### src/rtl/swc_pkg.sv
package swc_pkg;
  typedef enum logic [1:0] {
    ST_RUN   = 2'd0,
    ST_SLEEP = 2'd1,
    ST_OST   = 2'd2
  } swc_state_e;

  typedef enum logic [1:0] {
    FETCH_NONE   = 2'b00,
    FETCH_INLINE = 2'b01,
    FETCH_VECTOR = 2'b10
  } swc_fetch_e;
endpackage

### src/rtl/swc_pend_detect.sv
module swc_pend_detect #(
  parameter int NUM_SRC = 8
) (
  input  logic               clk_i,
  input  logic               rst_ni,
  input  logic [NUM_SRC-1:0] flag_i,
  input  logic [NUM_SRC-1:0] en_i,
  output logic               pend_o,
  output logic               pend_q_o
);
  logic [NUM_SRC-1:0] hit;

  for (genvar g = 0; g < NUM_SRC; g++) begin : g_src
    assign hit[g] = flag_i[g] & en_i[g];
  end

  assign pend_o = |hit;

  always_ff @(posedge clk_i or negedge rst_ni) begin
    if (!rst_ni) pend_q_o <= 1'b0;
    else         pend_q_o <= pend_o;
  end
endmodule

### src/rtl/swc_ost_counter.sv
module swc_ost_counter #(
  parameter int OST_BITS = 10
) (
  input  logic clk_i,
  input  logic rst_ni,
  input  logic clear_i,
  input  logic count_i,
  output logic done_o
);
  localparam logic [OST_BITS-1:0] CntMax = {OST_BITS{1'b1}};

  logic [OST_BITS-1:0] cnt_q;

  always_ff @(posedge clk_i or negedge rst_ni) begin
    if (!rst_ni)      cnt_q <= '0;
    else if (clear_i) cnt_q <= '0;
    else if (count_i) cnt_q <= cnt_q + 1'b1;
  end

  assign done_o = count_i && (cnt_q == CntMax);
endmodule

### src/rtl/swc_status_bits.sv
module swc_status_bits (
  input  logic clk_i,
  input  logic rst_ni,
  input  logic sleep_go_i,
  input  logic wdt_wake_i,
  output logic pd_o,
  output logic to_o
);
  always_ff @(posedge clk_i or negedge rst_ni) begin
    if (!rst_ni) begin
      pd_o <= 1'b1;
      to_o <= 1'b1;
    end else if (sleep_go_i) begin
      pd_o <= 1'b0;
      to_o <= 1'b1;
    end else if (wdt_wake_i) begin
      to_o <= 1'b0;
    end
  end
endmodule

### src/rtl/sleep_wake_ctrl.sv
module sleep_wake_ctrl
  import swc_pkg::*;
#(
  parameter int NUM_SRC  = 8,
  parameter int OST_BITS = 10
) (
  input  logic               clk_i,
  input  logic               rst_ni,
  input  logic               mclr_i,
  input  logic               sleep_i,
  input  logic               wdt_to_i,
  input  logic [NUM_SRC-1:0] irq_flag_i,
  input  logic [NUM_SRC-1:0] irq_en_i,
  input  logic               gie_i,
  input  logic               osc_rc_i,
  output logic               clk_en_o,
  output logic               wdt_clr_o,
  output logic               pd_o,
  output logic               to_o,
  output logic               core_rst_o,
  output logic [1:0]         fetch_o
);
  swc_state_e state_q, state_d;
  swc_fetch_e fetch_q, fetch_d;
  logic pend, pend_q, ost_done, sleep_go, wake, wdt_wake, resume, rst_q;

  swc_pend_detect #(.NUM_SRC(NUM_SRC)) i_pend (
    .clk_i, .rst_ni, .flag_i(irq_flag_i), .en_i(irq_en_i),
    .pend_o(pend), .pend_q_o(pend_q)
  );

  swc_ost_counter #(.OST_BITS(OST_BITS)) i_ost (
    .clk_i, .rst_ni, .clear_i(sleep_go), .count_i(state_q == ST_OST),
    .done_o(ost_done)
  );

  swc_status_bits i_status (
    .clk_i, .rst_ni, .sleep_go_i(sleep_go), .wdt_wake_i(wdt_wake),
    .pd_o, .to_o
  );

  // a request pending in the previous cycle turns sleep into a no-op
  assign sleep_go = (state_q == ST_RUN) && sleep_i && !pend_q && !mclr_i;
  assign wake     = (state_q == ST_SLEEP) && (pend || wdt_to_i) && !mclr_i;
  assign wdt_wake = wake && wdt_to_i;
  assign resume   = (wake && osc_rc_i) || (state_q == ST_OST && ost_done && !mclr_i);

  always_comb begin
    state_d = state_q;
    fetch_d = FETCH_NONE;
    if (mclr_i) begin
      state_d = ST_RUN;
    end else begin
      unique case (state_q)
        ST_RUN:   if (sleep_go) state_d = ST_SLEEP;
        ST_SLEEP: if (wake) state_d = osc_rc_i ? ST_RUN : ST_OST;
        ST_OST:   if (ost_done) state_d = ST_RUN;
        default:  state_d = ST_RUN;
      endcase
      if (resume) fetch_d = gie_i ? FETCH_VECTOR : FETCH_INLINE;
    end
  end

  always_ff @(posedge clk_i or negedge rst_ni) begin
    if (!rst_ni) begin
      state_q <= ST_RUN;
      fetch_q <= FETCH_NONE;
      rst_q   <= 1'b0;
    end else begin
      state_q <= state_d;
      fetch_q <= fetch_d;
      rst_q   <= mclr_i;
    end
  end

  assign clk_en_o   = (state_q == ST_RUN);
  assign wdt_clr_o  = sleep_go;
  assign core_rst_o = rst_q;
  assign fetch_o    = fetch_q;

  AST_NOP_KEEPS_PD: assert property (@(posedge clk_i) disable iff (!rst_ni)
    (clk_en_o && sleep_i && pend_q) |=> (pd_o == $past(pd_o)) && clk_en_o);
  AST_SLEEP_MARKS_PD: assert property (@(posedge clk_i) disable iff (!rst_ni)
    (clk_en_o && sleep_i && !pend_q && !mclr_i) |=> !pd_o && to_o && !clk_en_o);
  AST_WDT_CLEARS_TO: assert property (@(posedge clk_i) disable iff (!rst_ni)
    (state_q == ST_SLEEP && wdt_to_i && !mclr_i) |=> !to_o);
  AST_FETCH_PULSE: assert property (@(posedge clk_i) disable iff (!rst_ni)
    (fetch_o != FETCH_NONE) |=> (fetch_o == FETCH_NONE));
  AST_FETCH_WITH_CLK: assert property (@(posedge clk_i) disable iff (!rst_ni)
    (fetch_o != FETCH_NONE) |-> clk_en_o);
  AST_RC_NO_DELAY: assert property (@(posedge clk_i) disable iff (!rst_ni)
    (state_q == ST_SLEEP && wake && osc_rc_i) |=> clk_en_o);
  AST_MCLR_RUN: assert property (@(posedge clk_i) disable iff (!rst_ni)
    mclr_i |=> clk_en_o && core_rst_o && $stable(pd_o) && $stable(to_o));
endmodule

### config.mk
export PLATFORM = sky130hd
export DESIGN_NAME = sleep_wake_ctrl
export DESIGN_NICKNAME = d
export VERILOG_FILES = /design/src/rtl/swc_pkg.sv /design/src/rtl/swc_pend_detect.sv /design/src/rtl/swc_ost_counter.sv /design/src/rtl/swc_status_bits.sv /design/src/rtl/sleep_wake_ctrl.sv
export SDC_FILE = /design/constraint.sdc
export NUM_CORES = 1
export LEC_CHECK = 0
export ABC_AREA = 1
export ABC_CLOCK_PERIOD_IN_PS = 2600
export BUFFER_PORTS_ARGS = -buffer_cell sky130_fd_sc_hd__buf_2
export CORE_MARGIN = 2
export CORE_UTILIZATION = 33
export DETAILED_ROUTE_END_ITERATION = 7
export SETUP_SLACK_MARGIN = 0.15
export SYNTH_ARGS = -nofsm -noshare
export SYNTH_HDL_FRONTEND = slang
export SYNTH_SLANG_ARGS = --single-unit
### constraint.sdc
create_clock -name clk_i -period 2.6 [get_ports clk_i]
set_input_delay 0.65 -clock clk_i [delete_from_list [all_inputs] [get_ports clk_i]]
set_output_delay 0.65 -clock clk_i [all_outputs]
set_load 0.01 [all_outputs]
==> results.sh, run 1 <==
export IMPL_drtIter0Drc=40
export IMPL_cts_made_buffers=3
export IMPL_die_width_um=57.7
export IMPL_synth_area_leader_cell="dfrtp_1"
export IMPL_clk_pin_slew_ps=110
export IMPL_antenna_found_initial=0
export IMPL_crit_slowest_cell="dfrtp_1"
export IMPL_critPathMostFrequentCell="inv_1"
export IMPL_seq_area_frac_synth_pct=47.6
export IMPL_clk_path_buf_depth=2
export IMPL_synth_compound_area_share_pct=10.8
export IMPL_wl_um=1990
export IMPL_path_class="flop to output port"
export IMPL_synth_distinct_cells=22
export IMPL_relSlewSlack_pct=72.5
export IMPL_hold_buffers=0
export IMPL_ys_seq_elements=18
export IMPL_synth_top_area_share_pct=42.0
export IMPL_synthXorXnorAreaFrac_pct=0
export IMPL_die_y_um=57.7
export IMPL_grt_pass1_wl_um=3510
export IMPL_crit_cells=6
export IMPL_tightest_slew_ps=412
export IMPL_powerDensity_mw_per_mm2=467
export IMPL_grt_pass1_vias=817
export IMPL_io_buffers=29
export IMPL_start_util_pct=34.5
export IMPL_finalCritPeriodShare_pct=76.2
export IMPL_clk_latency_ps=300
export IMPL_path_max_fanout=3
export IMPL_synth_top_family_by_area="simple AND/OR/NAND/NOR gates"
export IMPL_skew_ps=8.29
export IMPL_die_area_mm2=0.00333
export IMPL_mostFrequentLayoutCells="nand2_1, buf_2, inv_1"
export IMPL_required_ps=1950
export IMPL_globalRouteOverflowTotal=0
export IMPL_nets=185
export IMPL_yosys_mux_area_fraction_pct=0
export IMPL_vias=885
export IMPL_avgSynthCellArea_um2=7.50
export IMPL_maxCapViolCount=0
export IMPL_io_pin_count=30
export IMPL_cts_setup_buffers=0
export IMPL_max_clock_freq_mhz=505
export IMPL_area_growth_syn_to_layout_pct=23.1
export IMPL_dp_cells=187
export IMPL_synthTopCellsByArea="dfrtp_1, nand2_1, inv_1"
export IMPL_reg2reg_depth=9
export IMPL_status="finished clean"
export IMPL_clock_root_buffer="clkbuf_4"
export IMPL_finalSetupTns_ps=0
export IMPL_ir_worst_vdd_mv=0.333
export IMPL_p_leak_nw=0.635
export IMPL_synth_warnings=0
export IMPL_wl_per_cell_um=10.4
export IMPL_fin_crit_ps=1980
export IMPL_hold_violations=0
export IMPL_layout_drive_gt1_share_pct=26.9
export IMPL_yosys_area_share_adder_pct=1.31
export IMPL_row_count=19
export IMPL_layout_commonest_cell="nand2_1"
export IMPL_crit_family="flip-flops"
export IMPL_cts_resized=0
export IMPL_syn_area_um2=952
export IMPL_htreeDepth=1
export IMPL_clock_sinks=18
export IMPL_cp_start_kind="flop"
export IMPL_place_gp_congestion=0.807
export IMPL_hp_class="input pin to asynchronous set/reset pin"
export IMPL_postRouteAntennaNets=0
export IMPL_cts_tree="yes"
export IMPL_critPathCaptureType="output port"
export IMPL_drc=0
export IMPL_yosys_area_share_simple_pct=30.9
export IMPL_hpwl_um=1590
export IMPL_fillCellCount=293
export IMPL_drv_slew=0
export IMPL_cp_arrival_ps=1330
export IMPL_cp_num_buf_inv=4
export IMPL_rsz0062_at_grt="false"
export IMPL_instances_no_fill=191
export IMPL_core_area_mm2=0.00276
export IMPL_syn_nets=151
export IMPL_cp_cell_sequence="inv_1 > nand2_1 > inv_1 > nand4_1 > inv_1 > buf_2"
export IMPL_diodes=0
export IMPL_drt_pass1_iterations=4
export IMPL_grt_max_degree=19
export IMPL_track_usage_pct=13.5
export IMPL_finalSetupViolCount=0
export IMPL_via_per_inst=4.63
export IMPL_max_stage_delay_ps=440
export IMPL_netlist_instances=127
-- power by group --
part	total [mW]	switching [mW]	internal [mW]
Clock	0.174	0.0889	0.0854
Combinational	0.0670	0.0375	0.0296
Sequential	0.306	0.00698	0.299
-- stage by stage --
step / util [%] / hold WS (ps) / power, mW / worst slack, ps / area [um^2]
after floorplan: - / 354 / 0.342 / 764 / 952
after detailed placement: 41.2 / 435 / 0.380 / 674 / 1140
after global placement: 41.2 / 434 / 0.378 / 692 / 1140
after global routing: 42.5 / 284 / 0.580 / 531 / 1170
final: 42.5 / 263 / 0.547 / 620 / 1170
after CTS: 42.5 / 273 / 0.560 / 610 / 1170
-- area by class of cell --
type	instances	area, um^2	share of cell area, %
well taps	31	38.8	3.31
clock buffers	4	36.3	3.09
flip-flops and latches	18	453	38.6
multi-input cells	86	409	34.9
repair buffers	30	153	13.0
inverters	22	82.6	7.04
-- synth_stat cells --
master	number
a21oi_1	6
a22oi_1	1
a31oi_1	1
buf_4	1
clkinv_1	1
dfrtp_1	16
dfstp_2	2
ha_1	1
inv_1	20
inv_2	1
nand2_1	33
nand2_2	1
nand3_1	7
nand3_2	2
nand4_1	3
nor2_1	18
nor2_2	1
nor2_4	1
nor3_1	1
o211ai_1	1
o21ai_0	8
o21bai_2	1
-- per-layer routing --
metal,track usage [%],up-vias,part of all wire [%]
li1,-,466,-
met1,18.5,385,48
met2,21.1,30,46
met3,1.34,4,4.3
met4,6.98,0,2.1
met5,0,-,0
-- flip-flops by register name, summed over array words and instances, names as in the netlist --
name             cells
i_status.to_o        1
i_pend.pend_q_o      1
state_q              2
i_ost.cnt_q         10
core_rst_o           1
fetch_o              2
i_status.pd_o        1
-- kinds of logic after synthesis --
kind of cell	Yosys count
and+or+nand+nor	67
buffers and inverters	23
AOI/OAI and AO/OA	18
DFF	18
adders and majority gates	1
-- final timing paths --
path                                           startpoint                          to  slack, ps
worst max-delay path               state_q[0]$_DFFE_PN0P_                   wdt_clr_o        620
worst min-delay path                               rst_ni  i_ost.cnt_q[1]$_DFFE_PN0P_        260
worst max register to register     state_q[0]$_DFFE_PN0P_  i_ost.cnt_q[1]$_DFFE_PN0P_       1190
worst min register to register  i_status.pd_o$_DFFE_PN1P_   i_status.pd_o$_DFFE_PN1P_        450
max in group asynchronous                          rst_ni   i_status.to_o$_DFFE_PN1P_       2010
min in group clk_i              i_status.pd_o$_DFFE_PN1P_   i_status.pd_o$_DFFE_PN1P_        450
Power figures use the tool's default switching activity.
==> run 2, diff against run 1 <==
Settings changed: ABC_AREA 1 to 0, ABC_CLOCK_PERIOD_IN_PS 2600 to 1780.
Clock period 2.6 ns to 1.78 ns, I/O delays scaled along.
==> run 2 against run 1 <==
Against the previous run:
- synthesized cell count decreased by 39%
- cell count decreased by 26%
- first-iteration DRC count decreased by 60%
- routed wire length decreased by 14%
- worst hold slack got worse by 200 ps
- critical path depth decreased by 3
- largest cell class unchanged
- highest routed layer is now met3
==> results.sh, run 2 <==
export IMPL_status="finished clean"
export IMPL_clock_root_buffer="clkbuf_4"
export IMPL_nets=136
export IMPL_skew_ps=5.73
export IMPL_powerDensity_mw_per_mm2=875
export IMPL_diodes=0
export IMPL_syn_nets=101
export IMPL_synth_top_area_share_pct=48.1
export IMPL_core_area_mm2=0.00243
export IMPL_drt_pass1_iterations=4
export IMPL_required_ps=1330
export IMPL_track_usage_pct=13.9
export IMPL_synthArstFlopShare_pct=100
export IMPL_start_util_pct=34.2
export IMPL_crit_slowest_cell="dfrtp_1"
export IMPL_avgSynthCellArea_um2=10.8
export IMPL_globalRouteOverflowTotal=0
export IMPL_io_buffers=29
export IMPL_ir_worst_vdd_mv=0.660
export IMPL_r2r_end="i_ost.cnt_q[9]$_DFFE_PN0P_"
export IMPL_mostFrequentLayoutCells="buf_2, dfrtp_1, nor2_1"
export IMPL_cp_start_kind="flop"
export IMPL_max_stage_delay_ps=400
export IMPL_wl_per_cell_um=12.2
export IMPL_wl_um=1710
export IMPL_cp_arrival_ps=1120
export IMPL_clock_sinks=18
export IMPL_reg2reg_depth=5
export IMPL_synth_warnings=0
export IMPL_fin_crit_ps=1560
export IMPL_synth_area_leader_cell="dfrtp_1"
export IMPL_netlist_instances=77
export IMPL_clk_pin_slew_ps=110
export IMPL_synthTopCellsByArea="dfrtp_1, xor2_1, dfstp_2"
export IMPL_htreeDepth=1
export IMPL_max_clock_freq_mhz=641
export IMPL_postRouteAntennaNets=0
export IMPL_grt_pass1_wl_um=2940
export IMPL_place_gp_congestion=0.761
export IMPL_largest_register="i_ost.cnt_q"
export IMPL_path_max_fanout=2
export IMPL_cp_cell_sequence="nor2_2 > and3_4 > buf_2"
export IMPL_die_area_mm2=0.00294
export IMPL_area_growth_syn_to_layout_pct=28.9
export IMPL_hpwl_um=1290
export IMPL_grt_pass1_vias=679
export IMPL_via_per_inst=4.93
export IMPL_cts_made_buffers=3
export IMPL_p_leak_nw=0.529
export IMPL_drv_slew=0
export IMPL_row_count=18
export IMPL_drtIter0Drc=16
export IMPL_rsz0062_at_grt="false"
export IMPL_layout_commonest_cell="buf_2"
export IMPL_yosysMostFrequentCell="dfrtp_1"
export IMPL_clk_latency_ps=290
export IMPL_vias=695
export IMPL_ys_seq_elements=18
export IMPL_finalSetupViolCount=0
export IMPL_path_class="flop to output port"
export IMPL_seq_area_frac_synth_pct=54.4
export IMPL_synth_distinct_cells=29
export IMPL_die_width_um=54.2
export IMPL_tightest_slew_ps=450
export IMPL_finalCritPeriodShare_pct=87.7
export IMPL_grt_max_degree=19
export IMPL_r2r_start="state_q[0]$_DFFE_PN0P_"
export IMPL_hold_violations=0
export IMPL_finalSetupTns_ps=0
export IMPL_die_y_um=54.2
export IMPL_synth_common_cells="dfrtp_1, nor2_1, xor2_1"
export IMPL_fin_util_pct=44.1
export IMPL_syn_area_um2=832
export IMPL_maxCapViolCount=0
export IMPL_antenna_found_initial=0
export IMPL_relSlewSlack_pct=69.9
export IMPL_critPathCaptureType="output port"
export IMPL_clk_path_buf_depth=2
export IMPL_cts_tree="yes"
export IMPL_rrSetupSlack_ps=280
export IMPL_layout_drive_gt1_share_pct=38.7
export IMPL_synth_edf_count=0
export IMPL_io_pin_count=30
export IMPL_synth_main_ff_cell="dfrtp_1"
export IMPL_hp_class="input pin to asynchronous set/reset pin"
export IMPL_largest_register_ffs=10
export IMPL_drc=0
==> run 2: changes by cell type in the layout (fill, tap and decap cells not counted), moves of 2 or more <==
| cell | before | now |
|---|---|---|
| xor2_1 | 0 | 7 |
| and4b_1 | 0 | 2 |
| nor2_1 | 18 | 11 |
| buf_4 | 1 | 3 |
| inv_1 | 20 | 1 |
| nand2_1 | 33 | 4 |
| nand3_1 | 7 | 2 |
| nor2b_1 | 0 | 2 |
| a21o_1 | 0 | 2 |
| a21oi_1 | 6 | 2 |
| o21ai_0 | 8 | 2 |
| a22oi_1 | 1 | 4 |
==> run 2: worst max path at each step <==
stage | startpoint | endpoint | slack (ps) | cells past startpoint
2_1_floorplan | state_q[0]$_DFFE_PN0P_ | wdt_clr_o | 190 | 4
3_3_place_gp | mclr_i | wdt_clr_o | 350 | 4
3_5_place_dp | mclr_i | fetch_o[1]$_DFF_PN0_ | 320 | 4
4_1_cts | state_q[0]$_DFFE_PN0P_ | wdt_clr_o | 170 | 3
5_1_grt | state_q[0]$_DFFE_PN0P_ | wdt_clr_o | 150 | 3
6_report | state_q[0]$_DFFE_PN0P_ | wdt_clr_o | 220 | 3
==> run 2: power by group <==
part / switching (mW) / internal, mW
logic: 0.0678 / 0.0773
registers: 0.0627 / 0.478
clock network: 0.128 / 0.125
==> run 2: cell type report <==
class | instances | area, um^2
clock buffers | 4 | 36.3
fillers | 262 | 1360
inverters | 1 | 3.75
multi-input cells | 56 | 374
flip-flops and latches | 18 | 453
well taps | 30 | 37.5
repair buffers | 32 | 168
==> run 2: kinds of logic after synthesis <==
| family | Yosys count | share of synthesized area, % |
|---|---|---|
| xor gates and xnor gates | 8 | 8.42 |
| DFF | 18 | 54.4 |
| buffers and inverters | 3 | 1.50 |
| and+or+nand+nor | 33 | 22.3 |
| AOI/OAI and AO/OA | 13 | 10.7 |
| adders and majority gates | 1 | 1.50 |
| muxes | 1 | 1.20 |
==> run 2: per-stage QoR <==
step                std cells  power [mW]  worst slack (ps)  area (um^2)  hold WS, ps
finish                    141       0.938               219         1070         65.7
CTS                       141       0.948               173         1060         77.3
detailed placement        135       0.693               317         1010          408
global placement          135       0.686               347         1010          399
floorplan                  77       0.621               188          832          149
global route              141       0.992               151         1070         79.2
==> run 2: repair_timing <==
item / in CTS / in global routing
endpoints found under the setup margin: 1 / 1
pin swaps: 0 / 1
setup buffers: 2 / 0
hold buffers: 0 / 0
resized for setup: 0 / 2
hold endpoints to repair: 0 / 0
==> run 2: worst max-delay path: cells and delay by family (launching register included) <==
family	cells	cell delay (ps)
flops	1	400
buf+inv	1	120
simple gates	2	300
==> run 2: layer usage <==
layer | wire (um) | GRT usage, %
met5 | 0 | 0
met4 | 0 | 2.50
met3 | 151 | 6.01
met2 | 740 | 21.9
met1 | 821 | 18.0
